## src/rtl/pwm_shadow_pkg.sv

```systemverilog
package pwm_shadow_pkg;
  typedef enum logic [1:0] {
    SEL_CTRL = 2'd0,
    SEL_STEP = 2'd1,
    SEL_THR  = 2'd2,
    SEL_NONE = 2'd3
  } reg_sel_e;

  localparam int CTRL_COMMIT_BIT = 0;
  localparam int CTRL_ENABLE_BIT = 1;
  localparam int THR_W           = 8;
endpackage

```

## src/rtl/pwm_commit_ctrl.sv

```systemverilog
module pwm_commit_ctrl
  import pwm_shadow_pkg::*;
#(
  parameter int BASE_W  = 16,
  parameter int UPD_DLY = 4
) (
  input  logic              clk,
  input  logic              rst,
  input  logic              wr_i,
  input  reg_sel_e          sel_i,
  input  logic [BASE_W-1:0] data_i,
  output logic              enable_o,
  output logic              commit_o,
  output logic [BASE_W-1:0] stage_step_o,
  output logic [THR_W-1:0]  stage_thr_o,
  output logic [BASE_W-1:0] act_step_o,
  output logic [THR_W-1:0]  act_thr_o,
  output logic              restart_o
);
  localparam int CNT_W = (UPD_DLY > 1) ? $clog2(UPD_DLY) : 1;
  localparam logic [CNT_W-1:0] LAST = CNT_W'(UPD_DLY - 1);

  logic             commit_q, locked_q;
  logic [CNT_W-1:0] cnt_q;
  logic             ctrl_wr, unlock_wr;

  assign ctrl_wr   = wr_i && (sel_i == SEL_CTRL);
  assign unlock_wr = ctrl_wr && !data_i[CTRL_COMMIT_BIT];
  assign restart_o = commit_q && !locked_q && (cnt_q == LAST) && !ctrl_wr;
  assign commit_o  = commit_q;

  always_ff @(posedge clk) begin
    if (rst) begin
      enable_o     <= 1'b0;
      commit_q     <= 1'b0;
      locked_q     <= 1'b0;
      cnt_q        <= '0;
      stage_step_o <= '0;
      stage_thr_o  <= '0;
      act_step_o   <= '0;
      act_thr_o    <= '0;
    end else begin
      if (ctrl_wr) begin
        enable_o <= data_i[CTRL_ENABLE_BIT];
        if (data_i[CTRL_COMMIT_BIT]) begin
          if (commit_q) begin
            locked_q <= 1'b1;
          end else begin
            commit_q <= 1'b1;
            cnt_q    <= '0;
          end
        end else begin
          commit_q <= 1'b0;
          locked_q <= 1'b0;
          cnt_q    <= '0;
        end
      end else if (restart_o) begin
        commit_q   <= 1'b0;
        cnt_q      <= '0;
        act_step_o <= stage_step_o;
        act_thr_o  <= stage_thr_o;
      end else if (commit_q && !locked_q) begin
        cnt_q <= cnt_q + 1'b1;
      end
      if (wr_i && sel_i == SEL_STEP) stage_step_o <= data_i;
      if (wr_i && sel_i == SEL_THR)  stage_thr_o  <= data_i[THR_W-1:0];
    end
  end

  p_lock_holds_r5: assert property (@(posedge clk) disable iff (rst)
    (locked_q && !unlock_wr) |=> (commit_q && locked_q));
  p_active_only_on_commit_r4: assert property (@(posedge clk) disable iff (rst)
    !commit_q |=> ($stable(act_step_o) && $stable(act_thr_o)));
  p_cnt_range_r3: assert property (@(posedge clk) disable iff (rst)
    cnt_q <= LAST);
  p_unlock_clears_r5: assert property (@(posedge clk) disable iff (rst)
    unlock_wr |=> (!commit_q && !locked_q));
endmodule

```

## src/rtl/pwm_phase_core.sv

```systemverilog
module pwm_phase_core
  import pwm_shadow_pkg::*;
#(
  parameter int BASE_W = 16
) (
  input  logic              clk,
  input  logic              rst,
  input  logic              enable_i,
  input  logic              restart_i,
  input  logic [BASE_W-1:0] step_i,
  input  logic [THR_W-1:0]  thr_i,
  output logic              pwm_o
);
  logic [BASE_W-1:0] acc_q;
  logic [THR_W-1:0]  phase_top;

  assign phase_top = acc_q[BASE_W-1 -: THR_W];

  always_ff @(posedge clk) begin
    if (rst) begin
      acc_q <= '0;
      pwm_o <= 1'b0;
    end else begin
      pwm_o <= enable_i && (phase_top < thr_i);
      if (!enable_i || restart_i) acc_q <= '0;
      else                        acc_q <= acc_q + step_i;
    end
  end

  p_disabled_low_r6: assert property (@(posedge clk) disable iff (rst)
    !enable_i |=> (!pwm_o && acc_q == '0));
  p_zero_thr_low_r7: assert property (@(posedge clk) disable iff (rst)
    (thr_i == '0) |=> !pwm_o);
  p_restart_zero_r4: assert property (@(posedge clk) disable iff (rst)
    restart_i |=> (acc_q == '0));
endmodule

```

## src/rtl/pwm_shadow_bank.sv

```systemverilog
module pwm_shadow_bank
  import pwm_shadow_pkg::*;
#(
  parameter int NUM_CH  = 2,
  parameter int BASE_W  = 16,
  parameter int UPD_DLY = 4,
  localparam int CH_W   = (NUM_CH > 1) ? $clog2(NUM_CH) : 1
) (
  input  logic              clk,
  input  logic              rst,
  input  logic              wr_en,
  input  logic [CH_W-1:0]   wr_chan,
  input  logic [1:0]        wr_addr,
  input  logic [BASE_W-1:0] wr_data,
  input  logic [CH_W-1:0]   rd_chan,
  input  logic [1:0]        rd_addr,
  output logic [BASE_W-1:0] rd_data,
  output logic [NUM_CH-1:0] pwm_o
);
  logic [BASE_W-1:0] stage_step [NUM_CH];
  logic [THR_W-1:0]  stage_thr  [NUM_CH];
  logic              ch_enable  [NUM_CH];
  logic              ch_commit  [NUM_CH];

  for (genvar g = 0; g < NUM_CH; g++) begin : g_ch
    logic              wr_sel, restart;
    logic [BASE_W-1:0] act_step;
    logic [THR_W-1:0]  act_thr;

    assign wr_sel = wr_en && (wr_chan == CH_W'(g));

    pwm_commit_ctrl #(.BASE_W(BASE_W), .UPD_DLY(UPD_DLY)) u_ctrl (
      .clk          (clk),
      .rst          (rst),
      .wr_i         (wr_sel),
      .sel_i        (reg_sel_e'(wr_addr)),
      .data_i       (wr_data),
      .enable_o     (ch_enable[g]),
      .commit_o     (ch_commit[g]),
      .stage_step_o (stage_step[g]),
      .stage_thr_o  (stage_thr[g]),
      .act_step_o   (act_step),
      .act_thr_o    (act_thr),
      .restart_o    (restart)
    );

    pwm_phase_core #(.BASE_W(BASE_W)) u_core (
      .clk       (clk),
      .rst       (rst),
      .enable_i  (ch_enable[g]),
      .restart_i (restart),
      .step_i    (act_step),
      .thr_i     (act_thr),
      .pwm_o     (pwm_o[g])
    );
  end

  always_ff @(posedge clk) begin
    if (rst) begin
      rd_data <= '0;
    end else if (int'(rd_chan) >= NUM_CH) begin
      rd_data <= '0;
    end else begin
      case (reg_sel_e'(rd_addr))
        SEL_CTRL: begin
          rd_data <= '0;
          rd_data[CTRL_COMMIT_BIT] <= ch_commit[rd_chan];
          rd_data[CTRL_ENABLE_BIT] <= ch_enable[rd_chan];
        end
        SEL_STEP: rd_data <= stage_step[rd_chan];
        SEL_THR:  rd_data <= BASE_W'(stage_thr[rd_chan]);
        default:  rd_data <= '0;
      endcase
    end
  end

  p_none_reads_zero_r10: assert property (@(posedge clk) disable iff (rst)
    (rd_addr == 2'd3) |=> (rd_data == '0));
endmodule

```

## config.mk

```make
export PLATFORM = sky130hd
export DESIGN_NAME = pwm_shadow_bank
export DESIGN_NICKNAME = d
export VERILOG_FILES = /design/src/rtl/pwm_shadow_pkg.sv /design/src/rtl/pwm_commit_ctrl.sv /design/src/rtl/pwm_phase_core.sv /design/src/rtl/pwm_shadow_bank.sv
export SDC_FILE = /design/constraint.sdc
export NUM_CORES = 1
export LEC_CHECK = 0
export BUFFER_PORTS_ARGS = -buffer_cell sky130_fd_sc_hd__buf_2
export CAP_MARGIN = 20
export CORE_ASPECT_RATIO = 0.9
export CORE_MARGIN = 2
export CORE_UTILIZATION = 45
export DETAILED_ROUTE_END_ITERATION = 8
export PLACE_DENSITY = 0.62
export SLEW_MARGIN = 20
export SYNTH_ARGS = -nofsm -noshare
export SYNTH_HDL_FRONTEND = slang
export SYNTH_SLANG_ARGS = --single-unit
```

## constraint.sdc

```tcl
create_clock -name clk -period 2.8 [get_ports clk]
set_input_delay 0.42 -clock clk [delete_from_list [all_inputs] [get_ports clk]]
set_output_delay 0.42 -clock clk [all_outputs]
set_load 0.01 [all_outputs]
```

==> results.json, run 1 <==
{
  "async_reset_ff_share_pct": 0,
  "slew_headroom_pct": 48.4,
  "first_pass_iters": 5,
  "p_int_w": 0.00401,
  "vias_per_cell": 5.29,
  "path_max_fanout": 3,
  "cts.path.max_buffers": 2,
  "drv_slew": 0,
  "postCtsSetupRepairBufs": 0,
  "cp-end-kind": "flop",
  "hold_end": "g_ch[0].u_ctrl.stage_step_o[13]",
  "portBuffers": 42,
  "area_growth_pct": 14.2,
  "multi_input_area_um2": 3790,
  "pwr-share-seq_pct": 44.7,
  "ys.flop_type": "dfxtp_1",
  "reg2reg_setup_slack_ns": 0.36,
  "clock_latency_ns": 0.42,
  "pre_cts_ws_ns": 0.389,
  "place.gp.congestion": 0.831,
  "cp_slowest_cell": "fa_1",
  "power.switching_w": 0.00103,
  "stdcell_count": 1109,
  "grt_overflow": 0,
  "fin_ws_ns": 0.360,
  "hold_viol_final": 0,
  "min_path_type": "in -> reg",
  "coreArea_um2": 15500,
  "io_pins": 43,
  "dieArea_um2": 17000,
  "r2r_start": "g_ch[0].u_ctrl.act_step_o[0]",
  "ys_warn_count": 0,
  "syn_inst": 866,
  "cts_tree": "done",
  "worstMarginPinSlew_ns": 0.771,
  "clockRootBuffer": "clkbuf_16",
  "ys_ff_latch": 156,
  "min_period_over_period_pct": 87.1,
  "hold_start": "wr_data[13]",
  "die_w_um": 137,
  "path_class": "reg -> reg",
  "path_clk_slew_ns": 0.06,
  "grt_pass1_wl_um": 28000,
  "cts_hold_buffers": 0,
  "grt_pass1_vias": 5588,
  "arrival_ns": 2.79,
  "synth.distinct_cells": 52,
  "syn_avg_cell_area_um2": 8.31,
  "rows": 43,
  "synth-seq-area-share_pct": 43.4,
  "rsz0062_at_grt": "false",
  "regArea_um2": 3120,
  "power_leakage_nw": 3.20,
  "synth_edf_count": 0,
  "fin_area_um2": 8220,
  "pwr-share-clk_pct": 52.0,
  "hpwl_um": 11900,
  "crit_path_frequent_cell": "o211ai_1",
  "hold_depth": 3,
  "fillers": 1482,
  "die_y_um": 124,
  "cts_buffers": 17,
  "max_freq_mhz": 410,
  "combinationalPowerShare_pct": 3.2,
  "r2r_cells": 8,
  "ir_worst_vdd_v": 0.000420,
  "fin_skew_ns": 0.00687,
  "required_ns": 3.15,
  "wirelength_um": 16600,
  "cts_resized": 0,
  "drive_gt1_share_pct": 9.94,
  "start_util_pct": 46.3,
  "synth_nets": 939,
  "drc": 0,
  "grt_use_total_pct": 21.1,
  "antenna_found_initial": 1,
  "outcome": "finished, final reports clean",
  "setup_tns_ns": 0,
  "drt_first_iter_violations": 390,
  "ant_nets": 0,
  "cts_num_sinks": 156,
  "swShare_pct": 20.4,
  "htreeDepth": 4,
  "drv_cap": 0,
  "period_needed_ns": 2.44,
  "power_w": 0.00504,
  "placed_cells": 1075,
  "timing.rr.end": "g_ch[0].u_core.acc_q[14]",
  "via_count": 5871,
  "synth_area_um2": 7190,
  "max_stage_delay_ns": 0.41,
  "setup_violations": 0,
  "placed_cell_area_um2": 7540,
  "nets": 965,
  "path_cells": "ha_1 > fa_1 > a21oi_1 > o211ai_1 > o211ai_1 > o221ai_1 > a311oi_1 > mux2i_1",
  "p_per_area_nw_per_um2": 613,
  "setup.worst_path.start_class": "flop",
  "grt_max_degree": 90,
  "wl_per_cell_um": 15.0
}
registers in the layout (all words and copies together) (netlist names):
name / cells
g_ch.u_ctrl.locked_q: 2
g_ch.u_ctrl.stage_thr_o: 16
g_ch.u_ctrl.stage_step_o: 32
g_ch.u_core.acc_q: 32
rd_data: 16
g_ch.u_ctrl.act_thr_o: 16
g_ch.u_ctrl.commit_o: 2
g_ch.u_ctrl.cnt_q: 4
g_ch.u_core.pwm_o: 2
g_ch.u_ctrl.act_step_o: 32
g_ch.u_ctrl.enable_o: 2
cell usage in the layout, fill, tap and decap left out, types with 6 or more instances in the layout:
cell type  netlist  final
a211oi_1        12     12
a21o_1          10     10
a21oi_1        127    127
buf_2            6     41
buf_4            3      8
bufinv_16        0      6
clkbuf_16        0     17
dfxtp_1        156    156
ha_1            46     46
inv_1           22     22
mux2i_1         36     36
nand2_1        204    204
nand2b_1        12     12
nand3_1         11     11
nor2_1          71     71
nor3_1           7      7
o21ai_0         13     13
o22a_1           6      6
xnor2_1         14     14
xor2_1           8      8
layout make-up:
type                    instances  area share, %
well taps                     202           3.08
flip-flops and latches        156           38.0
repair buffers                 50           3.47
inverters                      22           1.01
multi-input cells             645           46.2
clock buffers                  21           5.60
clock inverters                11           2.60
diodes                          2         0.0609
synth_stat cells, types with 2 or more instances:
cell,instances,area share [%]
nand2_1,204,11
o41ai_1,2,0.24
or3_1,5,0.43
xor2_1,8,0.97
o211ai_1,5,0.52
and2_1,5,0.43
buf_2,6,0.42
o22a_1,6,0.73
clkbuf_1,30,1.6
mux2i_1,36,5.0
nand3_1,11,0.77
a22oi_1,4,0.42
buf_1,2,0.10
xnor2_1,14,1.7
buf_6,2,0.31
a311oi_1,2,0.24
nor3_1,7,0.49
buf_4,3,0.31
and3_1,3,0.26
fa_1,2,0.56
nand2b_1,12,1.0
nor2_1,71,3.7
o221ai_1,4,0.49
a32o_1,2,0.28
nor2b_1,4,0.35
a21oi_1,127,8.8
a221oi_1,2,0.24
inv_1,22,1.1
dfxtp_1,156,43
nor2_2,3,0.26
a211oi_1,12,1.3
a2111oi_0,2,0.24
a31oi_1,2,0.17
nand4_1,4,0.35
a21o_1,10,1.0
o21ai_0,13,0.90
or2_2,3,0.26
ha_1,46,8.0
metrics by stage:
step                      hold WS, ns  util (%)
after global routing            0.243      52.8
final                           0.246      52.8
after detailed placement        0.447      48.5
after global placement          0.445      48.5
after floorplan                 0.436         -
after CTS                       0.233      52.8
routing by layer:
| layer | GRT usage [%] | routed length (µm) |
|---|---|---|
| met1 | 28.9 | 8500 |
| met2 | 32.6 | 7150 |
| met3 | 5.49 | 706 |
| met4 | 6.77 | 243 |
| met5 | 0 | 0 |
worst max-delay path, delay by kind of cell (launching register included):
kind                       cells  cell delay (ns)
AOI/OAI and AO/OA              5             1.20
DFF                            1             0.32
muxes                          1             0.21
adders and majority gates      2             0.64
how the worst max path moves through the flow:
stage / from / to / cells past startpoint
after floorplan: g_ch[0].u_ctrl.act_step_o[0] / g_ch[0].u_core.acc_q[14] / 8
after CTS: g_ch[0].u_ctrl.act_step_o[0] / g_ch[0].u_core.acc_q[14] / 8
after global routing: g_ch[0].u_ctrl.act_step_o[0] / g_ch[0].u_core.acc_q[14] / 8
final: g_ch[0].u_ctrl.act_step_o[0] / g_ch[0].u_core.acc_q[14] / 8
after detailed placement: g_ch[0].u_ctrl.act_step_o[0] / g_ch[0].u_core.acc_q[14] / 8
after global placement: g_ch[0].u_ctrl.act_step_o[0] / g_ch[0].u_core.acc_q[14] / 8
cells by family (layout without fill, tap and decap cells):
| family | count (synthesis) | in the layout | synth area share, % |
|---|---|---|---|
| other | 0 | 2 | 0 |
| XOR/XNOR | 22 | 22 | 2.68 |
| AND/OR/NAND/NOR | 338 | 338 | 19.9 |
| adder cells (fa/ha/maj) | 48 | 48 | 8.56 |
| flip-flops | 156 | 156 | 43.4 |
| buffers and inverters | 65 | 104 | 3.86 |
| AO/OA/AOI/OAI | 201 | 201 | 16.6 |
| multiplexers | 36 | 36 | 5.01 |
power by group through the flow:
stage                     clock network, W  logic [W]  registers, W
after floorplan                          0   0.000102       0.00230
after global placement                   0   0.000162       0.00230
after detailed placement                 0   0.000162       0.00230
after CTS                          0.00267   0.000163       0.00225
after global routing               0.00279   0.000180       0.00226
final                              0.00262   0.000163       0.00225
No activity file was read; power rests on OpenSTA's default activity.
==> run 2, diff against run 1 <==
--- a/config.mk
+++ b/config.mk
@@ -15,4 +15,5 @@
 export SLEW_MARGIN = 20
 export SYNTH_ARGS = -nofsm -noshare
 export SYNTH_HDL_FRONTEND = slang
+export SYNTH_HIERARCHICAL = 1
 export SYNTH_SLANG_ARGS = --single-unit
==> run 2 against run 1 <==
Maximum frequency rose by 9.3%. Sequential power about the same. Non-clock buffer count is 4 lower. Sequential share of layout area decreased by 1.6 points. Via count fell by 3.2%. Wire length is 0.39% higher. Utilization decreased by 2.0 points. Clock skew is 0.0061 ns higher. Combinational power grew 15%. Hold slack got worse by 0.0022 ns. Critical path type unchanged. Highest routed layer unchanged.
==> results.json, run 2 <==
{
  "combinationalPowerShare_pct": 4.1,
  "synth_edf_count": 0,
  "power.switching_w": 0.00105,
  "antenna_found_initial": 0,
  "cts.path.max_buffers": 2,
  "hold_start": "wr_data[15]",
  "first_pass_iters": 5,
  "die_w_um": 143,
  "worstMarginPinSlew_ns": 0.794,
  "hold_viol_final": 0,
  "setup_tns_ns": 0,
  "path_class": "reg -> reg",
  "io_pins": 43,
  "ant_nets": 0,
  "ys.flop_type": "dfxtp_1",
  "synth_nets": 908,
  "grt_use_total_pct": 19.3,
  "coreArea_um2": 16900,
  "synth_area_um2": 7780,
  "dieArea_um2": 18400,
  "placed_cells": 1048,
  "required_ns": 3.11,
  "swShare_pct": 22.7,
  "drt_first_iter_violations": 332,
  "synth-adder-area-share_pct": 7.91,
  "p_per_area_nw_per_um2": 538,
  "synth.most_common_cell": "dfxtp_1",
  "min_period_over_period_pct": 79.7,
  "pwr-share-clk_pct": 47.0,
  "synth.distinct_cells": 53,
  "yosysTopAreaCellShare_pct": 40.1,
  "diodes": 0,
  "synthMuxAreaShare_pct": 11.8,
  "crit_path_start": "g_ch[1].u_ctrl/act_step_o[0]",
  "synth_largest_area_cell": "dfxtp_1",
  "cts_num_sinks": 156,
  "cp-end-kind": "flop",
  "area_growth_pct": 10.3,
  "power_w": 0.00462,
  "regArea_um2": 3120,
  "postCtsSetupRepairBufs": 0,
  "grt_pass1_wl_um": 27700,
  "yosys-top-cells-area": "dfxtp_1, mux2i_1, nand2b_1",
  "syn_inst": 835,
  "syn_avg_cell_area_um2": 9.32,
  "synth-seq-area-share_pct": 40.1,
  "final_common_cell": "dfxtp_1",
  "grt_overflow": 0,
  "ir_worst_vdd_v": 0.000476,
  "vias_per_cell": 5.26,
  "cts_resized": 0,
  "p_int_w": 0.00357,
  "drive_gt1_share_pct": 11.4,
  "path_clk_slew_ns": 0.06,
  "final_cell_mix": "dfxtp_1, nand2b_1, mux2i_1",
  "slew_headroom_pct": 47.1,
  "largestRegisters": "g_ch.u_core/acc_q x32, g_ch.u_ctrl/act_step_o x32, g_ch.u_ctrl/stage_step_o x32",
  "htreeDepth": 4,
  "power_leakage_nw": 3.33,
  "fillers": 1603,
  "grt_max_degree": 115,
  "async_reset_ff_share_pct": 0,
  "synth_top_family_by_area": "simple AND/OR/NAND/NOR gates",
  "arrival_ns": 2.54,
  "clockRootBuffer": "clkbuf_16",
  "wirelength_um": 16700,
  "drv_slew": 0,
  "rsz0062_at_grt": "false",
  "stdcell_count": 1080,
  "place.gp.congestion": 0.830,
  "synth_compound_area_share_pct": 11.8,
  "wl_per_cell_um": 15.4,
  "pwr-share-seq_pct": 48.9,
  "synth-simple-area-share_pct": 21.1,
  "setup.worst_path.start_class": "flop",
  "cts_hold_buffers": 0,
  "ys_ff_latch": 156,
  "outcome": "finished, final reports clean",
  "synth-xor-area-share_pct": 2.70,
  "period_needed_ns": 2.23,
  "grt_pass1_vias": 5461,
  "setup_violations": 0,
  "multi_input_area_um2": 4320,
  "min_path_type": "in -> reg",
  "cts_tree": "done",
  "ys_warn_count": 6,
  "rows": 45,
  "fin_skew_ns": 0.0130,
  "portBuffers": 42,
  "cts_buffers": 17,
  "die_y_um": 129,
  "via_count": 5681,
  "path_max_fanout": 3,
  "clock_latency_ns": 0.43,
  "start_util_pct": 46.1,
  "hpwl_um": 11700,
  "nets": 929,
  "drv_cap": 0,
  "synth_common_cells": "dfxtp_1, nand2b_1, mux2i_1, nand2_1, nor2_1",
  "max_freq_mhz": 448,
  "drc": 0,
  "r2r_start": "g_ch[1].u_ctrl/act_step_o[0]"
}
## run 2: per-stage QoR
stage          util (%)  area, µm²  hold WS (ns)  worst slack, ns
2_1_floorplan         -       7780         0.449            0.734
3_3_place_gp       47.5       8030         0.460            0.625
3_5_place_dp       47.5       8030         0.464            0.591
4_1_cts            50.8       8580         0.223            0.576
5_1_grt            50.8       8580         0.237            0.431
6_report           50.8       8580         0.244            0.568
## run 2: critical path: stages, from the launching register on
cell and delay [ns]:
dfxtp_1 0.31, ha_1 0.23, fa_1 0.42, a21o_1 0.23
a221o_2 0.36, a31oi_1 0.26, o21bai_1 0.11, xnor2_1 0.14
nor2_1 0.05
## run 2: kinds of logic (layout without fill, tap and decap cells)
| group | Yosys count | count (layout) |
|---|---|---|
| adder cells (fa/ha/maj) | 48 | 48 |
| multiplexers | 92 | 92 |
| AO/OA/AOI/OAI | 139 | 139 |
| buffers and inverters | 62 | 96 |
| flip-flops | 156 | 156 |
| AND/OR/NAND/NOR | 314 | 314 |
| XOR/XNOR | 24 | 24 |
## run 2: metal layers
layer  wire [µm]  up-vias  track usage [%]
li1            -     2915                -
met1        8650     2637             28.0
met2        7170      113             28.6
met3         634       16             4.28
met4         213        0             6.12
met5           0        -                0
## run 2: power by group through the flow
stage	sequential [W]	clock [W]	combinational (W)
after floorplan	0.00230	0	0.000132
after CTS	0.00226	0.00223	0.000187
after global routing	0.00226	0.00232	0.000206
final	0.00226	0.00217	0.000187
after detailed placement	0.00231	0	0.000187
after global placement	0.00231	0	0.000186
## run 2: final cells by class
type	count	share of cell area [%]
inverters	18	0.787
multi-input cells	617	50.3
clock inverters	13	1.17
well taps	211	3.08
clock buffers	19	5.28
flip-flops and latches	156	36.4
repair buffers	46	2.97
## run 2: worst paths after layout
kind	to	slack [ns]	cells past startpoint
worst min register to register	g_ch[0].u_ctrl/act_thr_o[1]	0.48	2
worst min-delay path	g_ch[1].u_ctrl/stage_step_o[15]	0.24	3
worst max-delay path	g_ch[1].u_core/acc_q[10]	0.57	8
worst max register to register	g_ch[1].u_core/acc_q[10]	0.57	8
==> run 3, diff against run 2 <==
--- a/config.mk
+++ b/config.mk
@@ -5,13 +5,14 @@
 export SDC_FILE = /design/constraint.sdc
 export NUM_CORES = 1
 export LEC_CHECK = 0
+export ABC_AREA = 1
 export BUFFER_PORTS_ARGS = -buffer_cell sky130_fd_sc_hd__buf_2
 export CAP_MARGIN = 20
 export CORE_ASPECT_RATIO = 0.9
 export CORE_MARGIN = 2
 export CORE_UTILIZATION = 45
 export DETAILED_ROUTE_END_ITERATION = 8
-export PLACE_DENSITY = 0.62
+export PLACE_DENSITY = 0.64
 export SLEW_MARGIN = 20
 export SYNTH_ARGS = -nofsm -noshare
 export SYNTH_HDL_FRONTEND = slang
==> constraint.sdc (replaced) <==
create_clock -name clk -period 1.9 [get_ports clk]
set_input_delay 0.285 -clock clk [delete_from_list [all_inputs] [get_ports clk]]
set_output_delay 0.285 -clock clk [all_outputs]
set_load 0.01 [all_outputs]
==> run 3 against run 2 <==
Die area grew 5.6%. Clock skew shrank 0.0069 ns. Maximum frequency grew 34%.
==> results.json, run 3 <==
{
  "yosysTopAreaCellShare_pct": 38.0,
  "cts_tree": "done",
  "slew_headroom_pct": 69.0,
  "final_common_cell": "nand2_1",
  "die_w_um": 147,
  "area_growth_pct": 10.3,
  "grt_pass1_wl_um": 30900,
  "synth_common_cells": "nand2_1, nor2_1, inv_1, dfxtp_1, a21oi_1",
  "diodes": 0,
  "postCtsSetupRepairBufs": 0,
  "io_pins": 43,
  "htreeDepth": 4,
  "clock_latency_ns": 0.42,
  "cts_num_sinks": 156,
  "start_util_pct": 46.3,
  "drv_slew": 0,
  "largestRegisters": "g_ch.u_core/acc_q x32, g_ch.u_ctrl/act_step_o x32, g_ch.u_ctrl/stage_step_o x32",
  "swShare_pct": 22.4,
  "async_reset_ff_share_pct": 0,
  "ys.flop_type": "dfxtp_1",
  "stdcell_count": 1475,
  "power_leakage_nw": 4.21,
  "wl_per_cell_um": 12.3,
  "synth.most_common_cell": "nand2_1",
  "yosys-top-cells-area": "dfxtp_1, nand2_1, nor2_1",
  "portBuffers": 42,
  "dieArea_um2": 19400,
  "grt_use_total_pct": 19.5,
  "p_int_w": 0.00527,
  "synth.distinct_cells": 36,
  "synth_largest_area_cell": "dfxtp_1",
  "setup.worst_path.start_class": "flop",
  "ys_ff_latch": 156,
  "rsz0062_at_grt": "false",
  "path_class": "reg -> reg",
  "worstMarginPinSlew_ns": 0.464,
  "cts_resized": 0,
  "outcome": "finished, final reports clean",
  "combinationalPowerShare_pct": 5.2,
  "drc": 0,
  "final_cell_mix": "nand2_1, nor2_1, inv_1",
  "required_ns": 2.22,
  "drt_first_iter_violations": 386,
  "pre_cts_ws_ns": 0.221,
  "ir_worst_vdd_v": 0.000598,
  "ant_nets": 0,
  "drive_gt1_share_pct": 10.9,
  "fin_skew_ns": 0.00610,
  "min_path_type": "in -> reg",
  "synth_nets": 1264,
  "coreArea_um2": 17800,
  "arrival_ns": 1.98,
  "ys_warn_count": 6,
  "syn_avg_cell_area_um2": 6.91,
  "first_pass_iters": 5,
  "multi_input_area_um2": 4150,
  "pwr-share-clk_pct": 45.4,
  "path_clk_slew_ns": 0.06,
  "period_needed_ns": 1.67,
  "cts_hold_buffers": 0,
  "path_max_fanout": 4,
  "rows": 46,
  "grt_pass1_vias": 6441,
  "synth_edf_count": 0,
  "power.switching_w": 0.00152,
  "p_per_area_nw_per_um2": 748,
  "fillers": 1788,
  "synth-seq-area-share_pct": 38.0,
  "via_count": 7088,
  "cp-end-kind": "flop",
  "cts_buffers": 17,
  "drv_cap": 0,
  "max_freq_mhz": 600,
  "syn_inst": 1191,
  "nets": 1297,
  "hpwl_um": 13600,
  "wirelength_um": 18200,
  "setup_violations": 0,
  "regArea_um2": 3120,
  "clockRootBuffer": "clkbuf_16",
  "placed_cells": 1445,
  "grt_overflow": 0,
  "cts.path.max_buffers": 2,
  "setup_tns_ns": 0,
  "place.gp.congestion": 0.862,
  "pwr-share-seq_pct": 49.4,
  "die_y_um": 132,
  "synth_area_um2": 8230,
  "fin_ws_ns": 0.232,
  "min_period_over_period_pct": 87.8,
  "vias_per_cell": 4.81,
  "hold_viol_final": 0,
  "antenna_found_initial": 0,
  "grt_max_degree": 53
}
-- run 3: cell types whose count changed after synthesis, sizes merged, moves of 30 or more --
cell / previous run / this run
nor2: 63 / 196
mux2i: 92 / 0
a21oi: 60 / 90
nand3: 6 / 84
nand2b: 106 / 0
nand2: 90 / 290
o21ai: 14 / 64
inv: 18 / 183
-- run 3: worst paths after layout --
kind / start / to / slack (ns) / cells after the start
worst min register to register: g_ch[1].u_ctrl/stage_step_o[8] / rd_data[8] / 0.47 / 2
worst max register to register: g_ch[0].u_ctrl/act_step_o[0] / g_ch[0].u_core/acc_q[14] / 0.23 / 10
worst max-delay path: g_ch[0].u_ctrl/act_step_o[0] / g_ch[0].u_core/acc_q[14] / 0.23 / 10
worst min-delay path: wr_data[9] / g_ch[1].u_ctrl/stage_step_o[9] / 0.17 / 3
-- run 3: logic make-up (layout without fill, tap and decap cells) --
kind of cell	after synthesis	in the layout	share of synthesized area, %
compound gates	168	168	11.0
xor+xnor	2	2	0.213
fa+ha+maj	48	48	7.48
buf+inv	221	265	11.6
flops	156	156	38.0
simple gates	596	596	31.7
-- run 3: metrics by stage --
| stage | instance area (µm²) | util (%) | power (W) | hold slack [ns] |
|---|---|---|---|---|
| 6_report | 9080 | 51.1 | 0.00679 | 0.173 |
| 5_1_grt | 9080 | 51.1 | 0.00708 | 0.173 |
| 4_1_cts | 9080 | 51.1 | 0.00688 | 0.156 |
| 3_5_place_dp | 8550 | 48.1 | 0.00378 | 0.463 |
| 3_3_place_gp | 8550 | 48.1 | 0.00378 | 0.457 |
| 2_1_floorplan | 8230 | - | 0.00366 | 0.354 |
-- run 3: layer usage --
metal / part of all wire [%] / GRT usage (%) / wire [µm]
met5: 0 / 0 / 0
met4: 0.91 / 4.26 / 166
met3: 3.8 / 4.95 / 682
met2: 41 / 28.5 / 7380
met1: 55 / 29.0 / 9940
-- run 3: area by class of cell --
type / count / share of cell area [%]
sequential: 156 / 34.4
clock inverter: 1 / 0.0551
clock buffer: 29 / 5.73
tap: 240 / 3.31
inverter: 184 / 7.62
multi-input combinational: 814 / 45.7
timing repair buffer: 51 / 3.20
-- run 3: power groups by stage --
stage	combinational, W	sequential (W)	clock [W]
after floorplan	0.000242	0.00342	0
after global placement	0.000352	0.00342	0
after detailed placement	0.000355	0.00342	0
after CTS	0.000356	0.00335	0.00317
after global routing	0.000407	0.00336	0.00331
final	0.000355	0.00335	0.00308
-- run 3: worst max-delay path, cell delays in order (launching register included) --
cell	delay, ns
dfxtp_1	0.31
ha_1	0.22
fa_1	0.41
nand2_1	0.10
nand3_1	0.07
nand3_1	0.07
nand2_1	0.11
nand2_1	0.10
nand3_1	0.07
nand2_1	0.07
nor2_1	0.04
